`src/rtl/dmc_pkg.sv`:
```
package dmc_pkg;
  typedef enum logic [1:0] {
    ST_IDLE  = 2'd0,
    ST_WBACK = 2'd1,
    ST_FILL  = 2'd2
  } dmc_state_e;
endpackage

```
`src/rtl/dmc_tag_store.sv`:
```
module dmc_tag_store #(
  parameter int TAG_W   = 2,
  parameter int INDEX_W = 2
) (
  input  logic               clk,
  input  logic               rst_n,
  input  logic [INDEX_W-1:0] lk_idx,
  input  logic [TAG_W-1:0]   lk_tag,
  output logic               lk_hit,
  output logic               lk_victim_dirty,
  output logic [TAG_W-1:0]   lk_victim_tag,
  input  logic               inv_valid,
  input  logic [INDEX_W-1:0] inv_idx,
  input  logic [TAG_W-1:0]   inv_tag,
  input  logic               alloc_en,
  input  logic [INDEX_W-1:0] alloc_idx,
  input  logic [TAG_W-1:0]   alloc_tag,
  input  logic               fill_done,
  input  logic               fill_kill,
  input  logic               mark_dirty
);
  localparam int LINES = 1 << INDEX_W;

  logic [LINES-1:0] valid_q, dirty_q;
  logic [TAG_W-1:0] tag_q [LINES];
  logic             inv_match, inv_on_lookup;

  assign inv_match     = inv_valid && valid_q[inv_idx] && (tag_q[inv_idx] == inv_tag);
  assign inv_on_lookup = inv_match && (inv_idx == lk_idx);

  // an invalidate on the looked-up line wins over the lookup
  assign lk_hit          = valid_q[lk_idx] && (tag_q[lk_idx] == lk_tag) && !inv_on_lookup;
  assign lk_victim_dirty = valid_q[lk_idx] && dirty_q[lk_idx] && !inv_on_lookup;
  assign lk_victim_tag   = tag_q[lk_idx];

  always_ff @(posedge clk or negedge rst_n) begin
    if (!rst_n) begin
      valid_q <= '0;
      dirty_q <= '0;
      for (int i = 0; i < LINES; i++) tag_q[i] <= '0;
    end else begin
      for (int i = 0; i < LINES; i++) begin
        if (alloc_en && alloc_idx == INDEX_W'(i)) begin
          valid_q[i] <= 1'b0;
          dirty_q[i] <= 1'b0;
          tag_q[i]   <= alloc_tag;
        end else if (fill_done && alloc_idx == INDEX_W'(i)) begin
          valid_q[i] <= !fill_kill;
        end else if (inv_match && inv_idx == INDEX_W'(i)) begin
          valid_q[i] <= 1'b0;
          dirty_q[i] <= 1'b0;
        end else if (mark_dirty && lk_idx == INDEX_W'(i)) begin
          dirty_q[i] <= 1'b1;
        end
      end
    end
  end


  inv_clears_line_chk: assert property (@(posedge clk) disable iff (!rst_n)
    inv_match |=> !valid_q[$past(inv_idx)] && !dirty_q[$past(inv_idx)]);


  write_hit_dirty_chk: assert property (@(posedge clk) disable iff (!rst_n)
    (mark_dirty && lk_hit) |=> dirty_q[$past(lk_idx)]);


  inv_beats_lookup_chk: assert property (@(posedge clk) disable iff (!rst_n)
    inv_on_lookup |-> !lk_hit && !lk_victim_dirty);
endmodule

```
`src/rtl/dmc_data_store.sv`:
```
module dmc_data_store #(
  parameter int DATA_W = 16,
  parameter int WADDR_W = 6
) (
  input  logic               clk,
  input  logic               we,
  input  logic [WADDR_W-1:0] waddr,
  input  logic [DATA_W-1:0]  wdata,
  input  logic [WADDR_W-1:0] raddr,
  output logic [DATA_W-1:0]  rdata
);
  localparam int WORDS = 1 << WADDR_W;

  logic [DATA_W-1:0] ram [WORDS];

  always_ff @(posedge clk) begin
    if (we) ram[waddr] <= wdata;
  end

  assign rdata = ram[raddr];
endmodule

```
`src/rtl/dmc_sequencer.sv`:
```
module dmc_sequencer
  import dmc_pkg::*;
#(
  parameter int TAG_W    = 2,
  parameter int INDEX_W  = 2,
  parameter int OFFSET_W = 4,
  parameter int ADDR_W   = TAG_W + INDEX_W + OFFSET_W
) (
  input  logic                clk,
  input  logic                rst_n,
  input  logic                cpu_valid,
  input  logic                cpu_we,
  input  logic [INDEX_W-1:0]  cpu_idx,
  input  logic [TAG_W-1:0]    cpu_tag,
  input  logic                lk_hit,
  input  logic                lk_victim_dirty,
  input  logic [TAG_W-1:0]    lk_victim_tag,
  input  logic                inv_valid,
  input  logic [INDEX_W-1:0]  inv_idx,
  input  logic [TAG_W-1:0]    inv_tag,
  input  logic                mem_ack,
  output logic                cpu_ready,
  output logic                mark_dirty,
  output logic                alloc_en,
  output logic [INDEX_W-1:0]  line_idx,
  output logic                fill_done,
  output logic                fill_kill,
  output logic                fill_wr,
  output logic                wb_active,
  output logic [OFFSET_W-1:0] beat,
  output logic                mem_req,
  output logic                mem_we,
  output logic [ADDR_W-1:0]   mem_addr
);
  localparam logic [OFFSET_W-1:0] LAST = {OFFSET_W{1'b1}};

  dmc_state_e          st_q, st_d;
  logic [OFFSET_W-1:0] beat_q;
  logic [INDEX_W-1:0]  idx_q;
  logic [TAG_W-1:0]    new_tag_q, old_tag_q;
  logic                kill_q, inv_on_fill, idle;

  assign idle        = (st_q == ST_IDLE);
  assign inv_on_fill = inv_valid && (inv_idx == idx_q) && (inv_tag == new_tag_q);

  assign cpu_ready  = idle && cpu_valid && lk_hit;
  assign mark_dirty = cpu_ready && cpu_we;
  assign alloc_en   = idle && cpu_valid && !lk_hit;
  assign line_idx   = idle ? cpu_idx : idx_q;
  assign wb_active  = (st_q == ST_WBACK);
  assign fill_wr    = (st_q == ST_FILL) && mem_ack;
  assign fill_done  = fill_wr && (beat_q == LAST);
  assign fill_kill  = kill_q || inv_on_fill;
  assign beat       = beat_q;
  assign mem_req    = !idle;
  assign mem_we     = wb_active;
  assign mem_addr   = {(wb_active ? old_tag_q : new_tag_q), idx_q, beat_q};

  always_comb begin
    st_d = st_q;
    case (st_q)
      ST_IDLE:  if (alloc_en) st_d = lk_victim_dirty ? ST_WBACK : ST_FILL;
      ST_WBACK: if (mem_ack && beat_q == LAST) st_d = ST_FILL;
      ST_FILL:  if (mem_ack && beat_q == LAST) st_d = ST_IDLE;
      default:  st_d = ST_IDLE;
    endcase
  end

  always_ff @(posedge clk or negedge rst_n) begin
    if (!rst_n) begin
      st_q      <= ST_IDLE;
      beat_q    <= '0;
      idx_q     <= '0;
      new_tag_q <= '0;
      old_tag_q <= '0;
      kill_q    <= 1'b0;
    end else begin
      st_q <= st_d;
      if (alloc_en) begin
        idx_q     <= cpu_idx;
        new_tag_q <= cpu_tag;
        old_tag_q <= lk_victim_tag;
        beat_q    <= '0;
        kill_q    <= 1'b0;
      end else if (!idle) begin
        if (mem_ack) beat_q <= beat_q + 1'b1;
        if (st_q == ST_FILL && inv_on_fill) kill_q <= 1'b1;
      end
    end
  end


  ready_needs_valid_chk: assert property (@(posedge clk) disable iff (!rst_n)
    cpu_ready |-> cpu_valid);


  no_ready_in_transfer_chk: assert property (@(posedge clk) disable iff (!rst_n)
    !idle |-> !cpu_ready);


  wback_then_fill_chk: assert property (@(posedge clk) disable iff (!rst_n)
    (wb_active && mem_ack && beat_q == LAST) |=> (st_q == ST_FILL) && mem_req && !mem_we);


  beat_advance_chk: assert property (@(posedge clk) disable iff (!rst_n)
    (mem_req && mem_ack && beat_q != LAST) |=> mem_req && (beat_q == OFFSET_W'($past(beat_q) + 1'b1)));


  beat_hold_chk: assert property (@(posedge clk) disable iff (!rst_n)
    (mem_req && !mem_ack) |=> mem_req && $stable(mem_addr) && $stable(mem_we));
endmodule

```
`src/rtl/dmc_cache_top.sv`:
```
module dmc_cache_top #(
  parameter int DATA_W   = 16,
  parameter int TAG_W    = 2,
  parameter int INDEX_W  = 2,
  parameter int OFFSET_W = 4,
  parameter int ADDR_W   = TAG_W + INDEX_W + OFFSET_W
) (
  input  logic                       clk,
  input  logic                       rst_n,
  input  logic                       cpu_req_valid,
  output logic                       cpu_req_ready,
  input  logic                       cpu_req_we,
  input  logic [ADDR_W-1:0]          cpu_req_addr,
  input  logic [DATA_W-1:0]          cpu_req_wdata,
  output logic [DATA_W-1:0]          cpu_rsp_rdata,
  output logic                       mem_req,
  output logic                       mem_we,
  output logic [ADDR_W-1:0]          mem_addr,
  output logic [DATA_W-1:0]          mem_wdata,
  input  logic                       mem_ack,
  input  logic [DATA_W-1:0]          mem_rdata,
  input  logic                       inv_valid,
  input  logic [TAG_W+INDEX_W-1:0]   inv_addr
);
  localparam int WADDR_W = INDEX_W + OFFSET_W;

  logic [TAG_W-1:0]    cpu_tag, inv_tag, victim_tag;
  logic [INDEX_W-1:0]  cpu_idx, inv_idx, line_idx;
  logic [OFFSET_W-1:0] cpu_off, beat;
  logic                hit, victim_dirty, mark_dirty, alloc_en;
  logic                fill_done, fill_kill, fill_wr, wb_active;
  logic                ds_we;
  logic [WADDR_W-1:0]  ds_waddr, ds_raddr;
  logic [DATA_W-1:0]   ds_wdata, ds_rdata;

  assign cpu_tag = cpu_req_addr[ADDR_W-1 -: TAG_W];
  assign cpu_idx = cpu_req_addr[OFFSET_W +: INDEX_W];
  assign cpu_off = cpu_req_addr[OFFSET_W-1:0];
  assign inv_tag = inv_addr[TAG_W+INDEX_W-1 -: TAG_W];
  assign inv_idx = inv_addr[INDEX_W-1:0];

  dmc_tag_store #(.TAG_W(TAG_W), .INDEX_W(INDEX_W)) u_tags (
    .clk(clk), .rst_n(rst_n),
    .lk_idx(cpu_idx), .lk_tag(cpu_tag),
    .lk_hit(hit), .lk_victim_dirty(victim_dirty), .lk_victim_tag(victim_tag),
    .inv_valid(inv_valid), .inv_idx(inv_idx), .inv_tag(inv_tag),
    .alloc_en(alloc_en), .alloc_idx(line_idx), .alloc_tag(cpu_tag),
    .fill_done(fill_done), .fill_kill(fill_kill), .mark_dirty(mark_dirty)
  );

  dmc_sequencer #(.TAG_W(TAG_W), .INDEX_W(INDEX_W), .OFFSET_W(OFFSET_W), .ADDR_W(ADDR_W)) u_seq (
    .clk(clk), .rst_n(rst_n),
    .cpu_valid(cpu_req_valid), .cpu_we(cpu_req_we), .cpu_idx(cpu_idx), .cpu_tag(cpu_tag),
    .lk_hit(hit), .lk_victim_dirty(victim_dirty), .lk_victim_tag(victim_tag),
    .inv_valid(inv_valid), .inv_idx(inv_idx), .inv_tag(inv_tag),
    .mem_ack(mem_ack),
    .cpu_ready(cpu_req_ready), .mark_dirty(mark_dirty), .alloc_en(alloc_en),
    .line_idx(line_idx), .fill_done(fill_done), .fill_kill(fill_kill), .fill_wr(fill_wr),
    .wb_active(wb_active), .beat(beat),
    .mem_req(mem_req), .mem_we(mem_we), .mem_addr(mem_addr)
  );

  assign ds_we    = mark_dirty || fill_wr;
  assign ds_waddr = fill_wr ? {line_idx, beat} : {cpu_idx, cpu_off};
  assign ds_wdata = fill_wr ? mem_rdata : cpu_req_wdata;
  assign ds_raddr = wb_active ? {line_idx, beat} : {cpu_idx, cpu_off};

  dmc_data_store #(.DATA_W(DATA_W), .WADDR_W(WADDR_W)) u_data (
    .clk(clk), .we(ds_we), .waddr(ds_waddr), .wdata(ds_wdata),
    .raddr(ds_raddr), .rdata(ds_rdata)
  );

  assign mem_wdata     = ds_rdata;
  assign cpu_rsp_rdata = ds_rdata;
endmodule

```
`config.mk`:
```
export PLATFORM = sky130hd
export DESIGN_NAME = dmc_cache_top
export DESIGN_NICKNAME = d
export VERILOG_FILES = /design/src/rtl/dmc_pkg.sv /design/src/rtl/dmc_tag_store.sv /design/src/rtl/dmc_data_store.sv /design/src/rtl/dmc_sequencer.sv /design/src/rtl/dmc_cache_top.sv
export SDC_FILE = /design/constraint.sdc
export NUM_CORES = 1
export LEC_CHECK = 0
export CAP_MARGIN = 20
export CELL_PAD_IN_SITES_DETAIL_PLACEMENT = 0
export CELL_PAD_IN_SITES_GLOBAL_PLACEMENT = 1
export CORE_MARGIN = 2
export CORE_UTILIZATION = 50
export CTS_BUF_LIST = sky130_fd_sc_hd__clkbuf_16
export DETAILED_ROUTE_END_ITERATION = 8
export PLACE_DENSITY_LB_ADDON = 0.12
export SLEW_MARGIN = 10
export SYNTH_ARGS = -nofsm -noshare
export SYNTH_HDL_FRONTEND = slang
export SYNTH_HIERARCHICAL = 1
export SYNTH_SLANG_ARGS = --single-unit
```
`constraint.sdc`:
```
create_clock -name clk -period 7.3 [get_ports clk]
set_clock_uncertainty 0.1 [all_clocks]
set_input_delay 0.73 -clock clk [delete_from_list [all_inputs] [get_ports clk]]
set_output_delay 0.73 -clock clk [all_outputs]
set_load 0.1 [all_outputs]
```
# Word-level counts from Yosys, hierarchy flattened

Memory sizes are Yosys's and may differ from the RTL's.
Index checks and enable logic that the tools add are counted.

Add/subtract/negate cells: 1
Multiply operators: 0
Divide/modulo/power cells: 0
Order comparisons: 4
Equality and inequality tests: 24
Shift operators: 0
Mux-type cells: 58
Bitwise logic cells: 2
Reductions and logical operators: 60

Operators with widths:

| kind                | number |
|---|---|
| $mux 1              | 36 |
| $logic_and 1x1->1   | 33 |
| $reduce_bool 3->1   | 8 |
| $mux 2              | 10 |
| $mux 16             | 1 |
| $eq 2x2->1 const B  | 7 |
| $mux 4              | 3 |
| $mux 6              | 2 |
| $reduce_and 2->1    | 6 |
| $eq 2x2->1          | 5 |
| $bmux 2 s2          | 2 |
| $eq 2x1->1 const B  | 4 |
| $logic_not 2->1     | 4 |
| $ne 2x1->1 const B  | 4 |
| $bmux 1 s2          | 3 |
| $ge 3x3->1 const B  | 2 |
| $lt 2x3->1 const B  | 2 |
| $ne 2x2->1 const B  | 3 |
| $not 2->3           | 2 |
| $pmux 2 s3          | 1 |
| $add 4x1->4 const B | 1 |
| $eq 4x4->1 const B  | 1 |
| $logic_not 1->1     | 4 |
| $reduce_bool 2->1   | 2 |
| other kinds (2)     | 3 |

Register bits after elaboration: 29
Latch bits: 0
Bits in writable memories: 1024
ROM bits: 0
Input port bits: 50
Output and inout bits: 43
Logic and storage cells: 168
Memories kept: 1

Memories:

| name       | depth | bits a word | read ports | clocked after memory_dff | write ports | line                 | RTL |
|---|---|---|---|---|---|---|---|
| u_data.ram | 64    | 16          | 1          | 0                        | 1           | dmc_data_store.sv:14 | `logic [DATA_W-1:0] ram [WORDS];` |

# Depth between registers and ports, before layout

Gate-level depths: netlist (run 1).

Depth in word-level cells: 16
Mapped depth: 16
Gate-level depth less buffers: 10

# Cells and area by module

The synthesis (run 1) kept the hierarchy.

By module, submodules not included:

| module         | times used | cells each | area an instance (µm²) | seq. area each (µm²) |
|---|---|---|---|---|
| dmc_data_store | 1          | 1813       | 39721.8                | 30749.5 |
| dmc_tag_store  | 1          | 126        | 1239.9                 | 400.4 |
| dmc_sequencer  | 1          | 68         | 777.0                  | 325.3 |
| dmc_cache_top  | 1          | 48         | 469.2                  | 0.0 |

# Worst setup path before layout (run 1)

Ideal clock, no wire load.

Path kind: reg-to-output
Start point: register u_seq.st_q[1]
End point: output port mem_wdata[0]
Arrival time: 6.905 ns
Data required time: 6.470 ns
Path slack: -0.435 ns
Cell stages (with the launch flop): 14
Buffers on the path: 8
Cell sequence: dfrtp_1 -> buf_4 -> nor2b_1 -> buf_4 -> buf_2 -> mux2_2 -> buf_6 -> buf_12 -> buf_6 -> buf_6 -> mux4_2 -> a22oi_1 -> a311oi_1 -> buf_4

Elaborated cells on any way between the ends: 5
Classes of those cells: eq/ne: 1; mux: 2; reduce/logical: 1; memory: 1

RTL lines:

| item                     | line                | RTL |
|---|---|---|
| start: declaration       | dmc_sequencer.sv:37 | `dmc_state_e st_q, st_d;` |
| start signal: assignment | dmc_sequencer.sv:78 | `st_q <= st_d;` |
| $eq 2x1->1               | dmc_sequencer.sv:50 | `assign wb_active = (st_q == ST_WBACK);` |
| named net mem_we         | dmc_cache_top.sv:17 | `output logic mem_we,` |
| $mux 6                   | dmc_cache_top.sv:66 | `assign ds_raddr = wb_active ? {line_idx, beat} : {cpu_idx, cpu_off};` |
| named net ds_raddr[0]    | dmc_cache_top.sv:33 | `logic [WADDR_W-1:0] ds_waddr, ds_raddr;` |
| $mem_v2 64x16            | -                   |  |
| end: declaration         | dmc_cache_top.sv:19 | `output logic [DATA_W-1:0] mem_wdata,` |

The timed path passes the listed nets, and every way through them passes these cells.

# Worst setup path after layout (run 1)

Start point: register u_seq.st_q[0]
End point: output port mem_wdata[15]

Elaborated cells on any way between the ends: 5
Classes of those cells: eq/ne: 1; mux: 2; reduce/logical: 1; memory: 1

RTL lines:

| item                  | line |
|---|---|
| $eq 2x1->1            | dmc_sequencer.sv:50 |
| $mux 6                | dmc_cache_top.sv:66 |
| named net ds_raddr[0] | dmc_cache_top.sv:33 |
| $mem_v2 64x16         | - |

The timed path passes the listed nets, and every way through them passes these cells.

==> flow_metrics.tcl, run 1 <==
set metrics [dict create \
    drive_above_1_share_pct 26.3 \
    rsz0062_at_grt "no" \
    ys_seq_area_share_pct 74.6 \
    gp_congestion 0.897 \
    grt_pass1_wl_um 151000 \
    crit_fanout 62 \
    synth-seq-cells 1053 \
    drt_first_pass_iters 5 \
    leakagePower_nw 15.5 \
    fin_crit_sh_pct 85.5 \
    dieArea_um2 86800 \
    ir_drop_v 0.000256 \
    syn_nets 2106 \
    slew_headroom_pct 32.0 \
    cts-root-buf "clkbuf_16" \
    clockBufferDepth 3 \
    holdCritPathClass "in2async" \
    synth_xor_area_share_pct 0.311 \
    grt_usage_pct 24.6 \
    maxCapViolCount 0 \
    cts_hold_buf 0 \
    ant_nets 0 \
    finalMaxSlewViolations 0 \
    htreeDepth 3 \
    multi_input_area_um2 9840 \
    setup.worst_path.end_class "primary output" \
    worst_ep_required_time_ns 6.47 \
    die_w_um 295 \
    cts_tree "done" \
    num_vias 21009 \
    drc 0 \
    yosysWarnings 6 \
    dp.cells 3188 \
    final_core_utilization_pct 57.2 \
    fp-row-count 106 \
    postSynthCellCount 2055 \
    hold_violations 0 \
    synth-compound-area-share_pct 2.94 \
    synth.most_common_cell "edfxtp_1" \
    synth_adder_area_share_pct 0.0296 \
    hpwl_um 63000 \
    antenna_found_initial 5 \
    final_nets 2269 \
    synth_top_cells_by_count "1,024 x edfxtp_1, 226 x mux4_2, 86 x mux2i_1" \
    cts_resized 0 \
    synth_area_leader_cell "edfxtp_1" \
    synth_cell_types 66 \
    synth.top_cell.area_share_pct 72.9 \
    area_growth_pct 13.2 \
    layout_min_cycle_time_ns 6.24 \
    wl_um 106000 \
    synth_edf_count 1024 \
    rrSetupSlack_ns 2.79 \
    crit_type "reg2out" \
    avgSynthCellArea_um2 20.5 \
    wl_per_cell_um 31.2 \
    layout_setup_ws_ns 1.06 \
    cts.sinks 1053 \
    place_ws_ns 1.60 \
    crit_arrival_ns 5.41 \
    post_synth_and_or_nand_nor_area_fraction_pct 3.36 \
    p_per_area_nw_per_um2 305 \
    cts.reportedPaths.clkPinSlew_ns 0.06 \
    status "finished, final reports clean" \
    post_cts_buffers 0 \
    fmax_mhz 160 \
    final-seq-area_um2 31500 \
    setup_viol 0 \
    start_util_pct 50.5 \
    grt_overflow_total 0 \
    tightest_slew_ns 1.02 \
    synth_top_family_by_area "multiplexers" \
    synth_area_leaders "edfxtp_1 73%, mux4_2 12%, mux2i_1 2.0%" \
    insertion_delay_ns 0.66 \
    tns_ns 0 \
    fillers 6194 \
    vias_per_cell 6.20 \
    drt-initial-drc-count 2298 \
    num_io_pins 93 \
    instances_no_fill 3389 \
    holdWs_ns 0.364 \
    synth_mux_area_share_pct 16.3 \
    cp-start-kind "flop" \
    cts_buffers 107 \
    async_flop_share_pct 2.75 \
    grt_pass1_vias 20700 \
    synthFlopType "edfxtp_1" \
    grt_max_degree 87 \
    coreArea_um2 83600 \
    synth_area_um2 42200 \
    dieHeight_um 295 \
    io_buffers 92 \
]
[routing by layer]
layer	up-vias	global-route usage, %	wire (µm)
met3	144	4.17	6750
met2	791	39.5	51300
li1	8824	-	-
met1	11248	35.5	45200
met4	2	6.28	2350
met5	-	0	8
[state kept, by name, indices dropped and copies added (netlist names)]
signal	cells
u_data/ram	1024
u_seq/st_q	2
u_seq/beat	4
u_seq/kill_q	1
u_seq/idx_q	2
u_seq/old_tag_q	2
u_tags/valid_q	4
u_tags/tag_q	8
u_seq/new_tag_q	2
u_tags/dirty_q	4
[final timing paths]
path	from	depth (start not counted)	end
max	u_seq/st_q[0]$_DFFE_PN0P_	10	mem_wdata[15]
min	rst_n	2	u_seq/old_tag_q[1]$_DFFE_PN0P_
max reg2reg	u_tags/tag_q[1]$_DFFE_PN0P_	12	u_data/ram[46][10]$_DFFE_PP_
min reg2reg	u_seq/kill_q$_DFFE_PN0P_	2	u_seq/kill_q$_DFFE_PN0P_
max in group asynchronous	rst_n	2	u_tags/valid_q[3]$_DFFE_PN0P_
min in group clk	u_seq/kill_q$_DFFE_PN0P_	2	u_seq/kill_q$_DFFE_PN0P_
[worst max-delay path, stage by stage (launching register included)]
cell      delay [ns]
dfrtp_1         0.52
nor2b_1         0.38
buf_4           0.26
mux2_8          0.69
buf_4           0.62
mux4_2          0.58
mux2i_1         0.31
a22oi_1         0.17
a31oi_1         0.68
a311oi_2        0.13
buf_4           0.28
[final cells by class]
class / count / area share [%]
tap: 1080 / 2.83
multi-input combinational: 854 / 20.6
timing repair buffer: 194 / 3.44
antenna: 1 / 0.00524
clock inverter: 89 / 1.39
clock buffer: 110 / 5.76
inverter: 8 / 0.0629
sequential: 1053 / 65.9
[through the flow]
stage | power (W) | cell area (µm²)
after global placement | 0.00941 | 44300
after global routing | 0.0150 | 47800
after detailed placement | 0.00945 | 44300
after floorplan | 0.00870 | 42300
final | 0.0146 | 47800
after CTS | 0.0147 | 47800
[logic make-up after synthesis]
| kind of cell | after synthesis |
|---|---|
| compound gates | 165 |
| flops | 1053 |
| simple gates | 283 |
| buf+inv | 148 |
| xor+xnor | 15 |
| mux | 390 |
| fa+ha+maj | 1 |
[power breakdown]
part           leakage (nW)  internal (W)  switching (W)
combinational          4.16      0.000558        0.00153
clock                  1.76       0.00301        0.00226
sequential             9.56       0.00711       0.000105
[cell usage in the layout, fill, tap and decap left out, types with 8 or more instances in the layout]
master	n
clkbuf_16	110
a211o_1	8
a221oi_1	16
dfrtp_1	29
a22oi_1	43
nand3_1	30
edfxtp_1	1024
clkinv_2	22
mux2_4	12
o21ai_0	12
a311oi_2	8
nor2_1	81
mux4_2	226
a21oi_1	27
nand4_1	13
a211oi_1	10
nor2b_1	34
inv_1	32
buf_4	131
clkinv_1	19
bufinv_16	8
mux2i_1	86
xnor2_1	10
a31oi_1	9
nand2_1	76
mux2_2	54
clkdlybuf4s50_1	60
No activity file was read; power rests on OpenSTA's default activity.
==> run 2: changes to the inputs <==
--- a/config.mk
+++ b/config.mk
@@ -12,6 +12,7 @@
 export CORE_UTILIZATION = 50
 export CTS_BUF_LIST = sky130_fd_sc_hd__clkbuf_16
 export DETAILED_ROUTE_END_ITERATION = 8
+export MAX_ROUTING_LAYER = met4
 export PLACE_DENSITY_LB_ADDON = 0.12
 export SLEW_MARGIN = 10
 export SYNTH_ARGS = -nofsm -noshare
==> constraint.sdc (replaced) <==
create_clock -name clk -period 7.3 [get_ports clk]
set_clock_uncertainty 0.1 [all_clocks]
set_input_delay 1.825 -clock clk [delete_from_list [all_inputs] [get_ports clk]]
set_output_delay 1.825 -clock clk [all_outputs]
set_load 0.1 [all_outputs]
==> run 2 against run 1 <==
Against the previous run:
- sequential power about the same
- combinational power barely moved
- register-to-register slack improved by 0.06 ns
- sequential share of layout area down 1.1 points
- clock-buffer cell count down 3
- clock power down 4.2%
- wire length fell by 6.4%
- via count decreased by 0.77%
- sequential cell count did not move
- critical path depth stayed put
- non-clock buffer count increased by 68
- largest power group unchanged
==> flow_metrics.tcl, run 2 (synthesis gave the netlist of run 1 again) <==
set metrics [dict create \
    status "finished, final reports clean" \
    grt_max_degree 65 \
    post_cts_buffers 0 \
    ant_nets 0 \
    dieArea_um2 86800 \
    final_common_cell "edfxtp_1" \
    holdCritPathClass "reg2reg" \
    final_area_um2 48600 \
    maxCapViolCount 0 \
    worst_ep_required_time_ns 5.38 \
    cts_tree "done" \
    placed_area_um2 45300 \
    insertion_delay_ns 0.65 \
    tightest_slew_ns 1.01 \
    crit_type "in2out" \
    cts.sinks 1053 \
    drt-initial-drc-count 1888 \
    grt_pass1_vias 21394 \
    drive_above_1_share_pct 28.0 \
    grt.busiest_layer "met2" \
    leakagePower_nw 15.9 \
    io_buffers 92 \
    fp-row-count 106 \
    diodes 0 \
    cp-start-kind "input port" \
    crit_fanout 24 \
    final_nets 2336 \
    area_growth_pct 15.1 \
    place_ws_ns 0.246 \
    drc 0 \
    reg_top3 "u_data/ram x1024, u_tags/tag_q x8" \
    dieHeight_um 295 \
    wl_per_cell_um 28.6 \
    antenna_found_initial 8 \
    tns_ns 0 \
    die_w_um 295 \
    hpwl_um 61000 \
    coreArea_um2 83600 \
    cts_hold_buf 0 \
    fmax_mhz 141 \
    layout_min_cycle_time_ns 7.09 \
    fin_crit_sh_pct 97.2 \
    start_util_pct 50.5 \
    setup.worst_path.end_class "primary output" \
    layout_setup_ws_ns 0.206 \
    num_io_pins 93 \
    ir_drop_v 0.000206 \
    cts_buffers 106 \
    setup_viol 0 \
    clockBufferDepth 3 \
    grt_pass1_wl_um 145000 \
    largest_reg_flops 1024 \
    htreeDepth 3 \
    gr-usage-met1_pct 32.0 \
    num_vias 20847 \
    instances_no_fill 3451 \
    fillers 6168 \
    dp.cells 3257 \
    final_cell_mix "1,024 x edfxtp_1, 226 x mux4_2, 161 x buf_4" \
    cts_resized 0 \
    rsz0062_at_grt "no" \
    slew_headroom_pct 32.7 \
    grt_util_met2_pct 39.7 \
    drt_first_pass_iters 5 \
    grt_util_met3_pct 3.02 \
    cts-root-buf "clkbuf_16" \
    hold_violations 0 \
    cts.reportedPaths.clkPinSlew_ns 0.06 \
    gp_congestion 0.869 \
    wl_um 98900 \
    regMostFlops "u_data/ram" \
    p_per_area_nw_per_um2 296 \
    vias_per_cell 6.04 \
    grt_usage_pct 23.9 \
    crit_arrival_ns 5.17 \
    holdWs_ns 0.410 \
    grt_overflow_total 0 \
    finalMaxSlewViolations 0 \
]
-- run 2: cell types whose count changed in the layout (fill, tap and decap cells not counted), sizes merged --
| cell | before | now |
|---|---|---|
| clkdlybuf4s50 | 60 | 59 |
| clkinv | 45 | 42 |
| clkbuf | 110 | 107 |
| buf | 134 | 203 |
| inv | 38 | 42 |
| diode | 1 | 0 |
| bufinv | 8 | 5 |
-- run 2: path summary, 6_finish.rpt --
kind,start,end,slack (ns),depth (start not counted)
min in group asynchronous,rst_n,u_seq/new_tag_q[0]$_DFFE_PN0P_,1.48,2
worst min register to register,u_seq/old_tag_q[0]$_DFFE_PN0P_,u_seq/old_tag_q[0]$_DFFE_PN0P_,0.41,1
worst max register to register,u_tags/tag_q[0]$_DFFE_PN0P_,u_data/ram[46][9]$_DFFE_PP_,2.85,11
worst max-delay path,cpu_req_addr[0],mem_wdata[13],0.21,10
max in group asynchronous,rst_n,u_tags/valid_q[2]$_DFFE_PN0P_,5.32,2
worst min-delay path,u_seq/old_tag_q[0]$_DFFE_PN0P_,u_seq/old_tag_q[0]$_DFFE_PN0P_,0.41,1
-- run 2: layout make-up --
class                      count  area [µm²]  share of cell area, %
clock inverter                87         553                   1.14
timing repair buffer         262        2640                   5.44
inverter                       8        30.0                 0.0618
tap                         1080        1350                   2.78
sequential                  1053       31500                   64.8
multi-input combinational    854        9840                   20.3
clock buffer                 107        2680                   5.51
-- run 2: critical path, stage by stage --
cell and delay, ns:
clkdlybuf4s50_1 0.51, mux2_8 0.38, buf_4 0.35, mux4_2 0.54, mux2i_1 0.20, a22oi_1 0.11
buf_4 0.18, a31oi_1 0.61, a311oi_2 0.19, buf_12 0.23
-- run 2: power by group --
part           internal (W)  switching [W]  total (W)
Combinational      0.000659        0.00146    0.00212
Clock               0.00283        0.00223    0.00506
Sequential          0.00711       0.000103    0.00721
-- run 2: routing by layer --
metal | share of wire (%) | up-vias
met1 | 42 | 11093
met3 | 5.4 | 154
met5 | 0 | -
met4 | 2.1 | 0
li1 | - | 8952
met2 | 51 | 648
-- run 2: per-stage QoR --
| stage | utilization, % | power (W) |
|---|---|---|
| final | 58.1 | 0.0144 |
| after global routing | 58.1 | 0.0149 |
| after CTS | 58.1 | 0.0145 |
| after detailed placement | 54.3 | 0.00947 |
| after global placement | 54.3 | 0.00941 |
| after floorplan | - | 0.00870 |
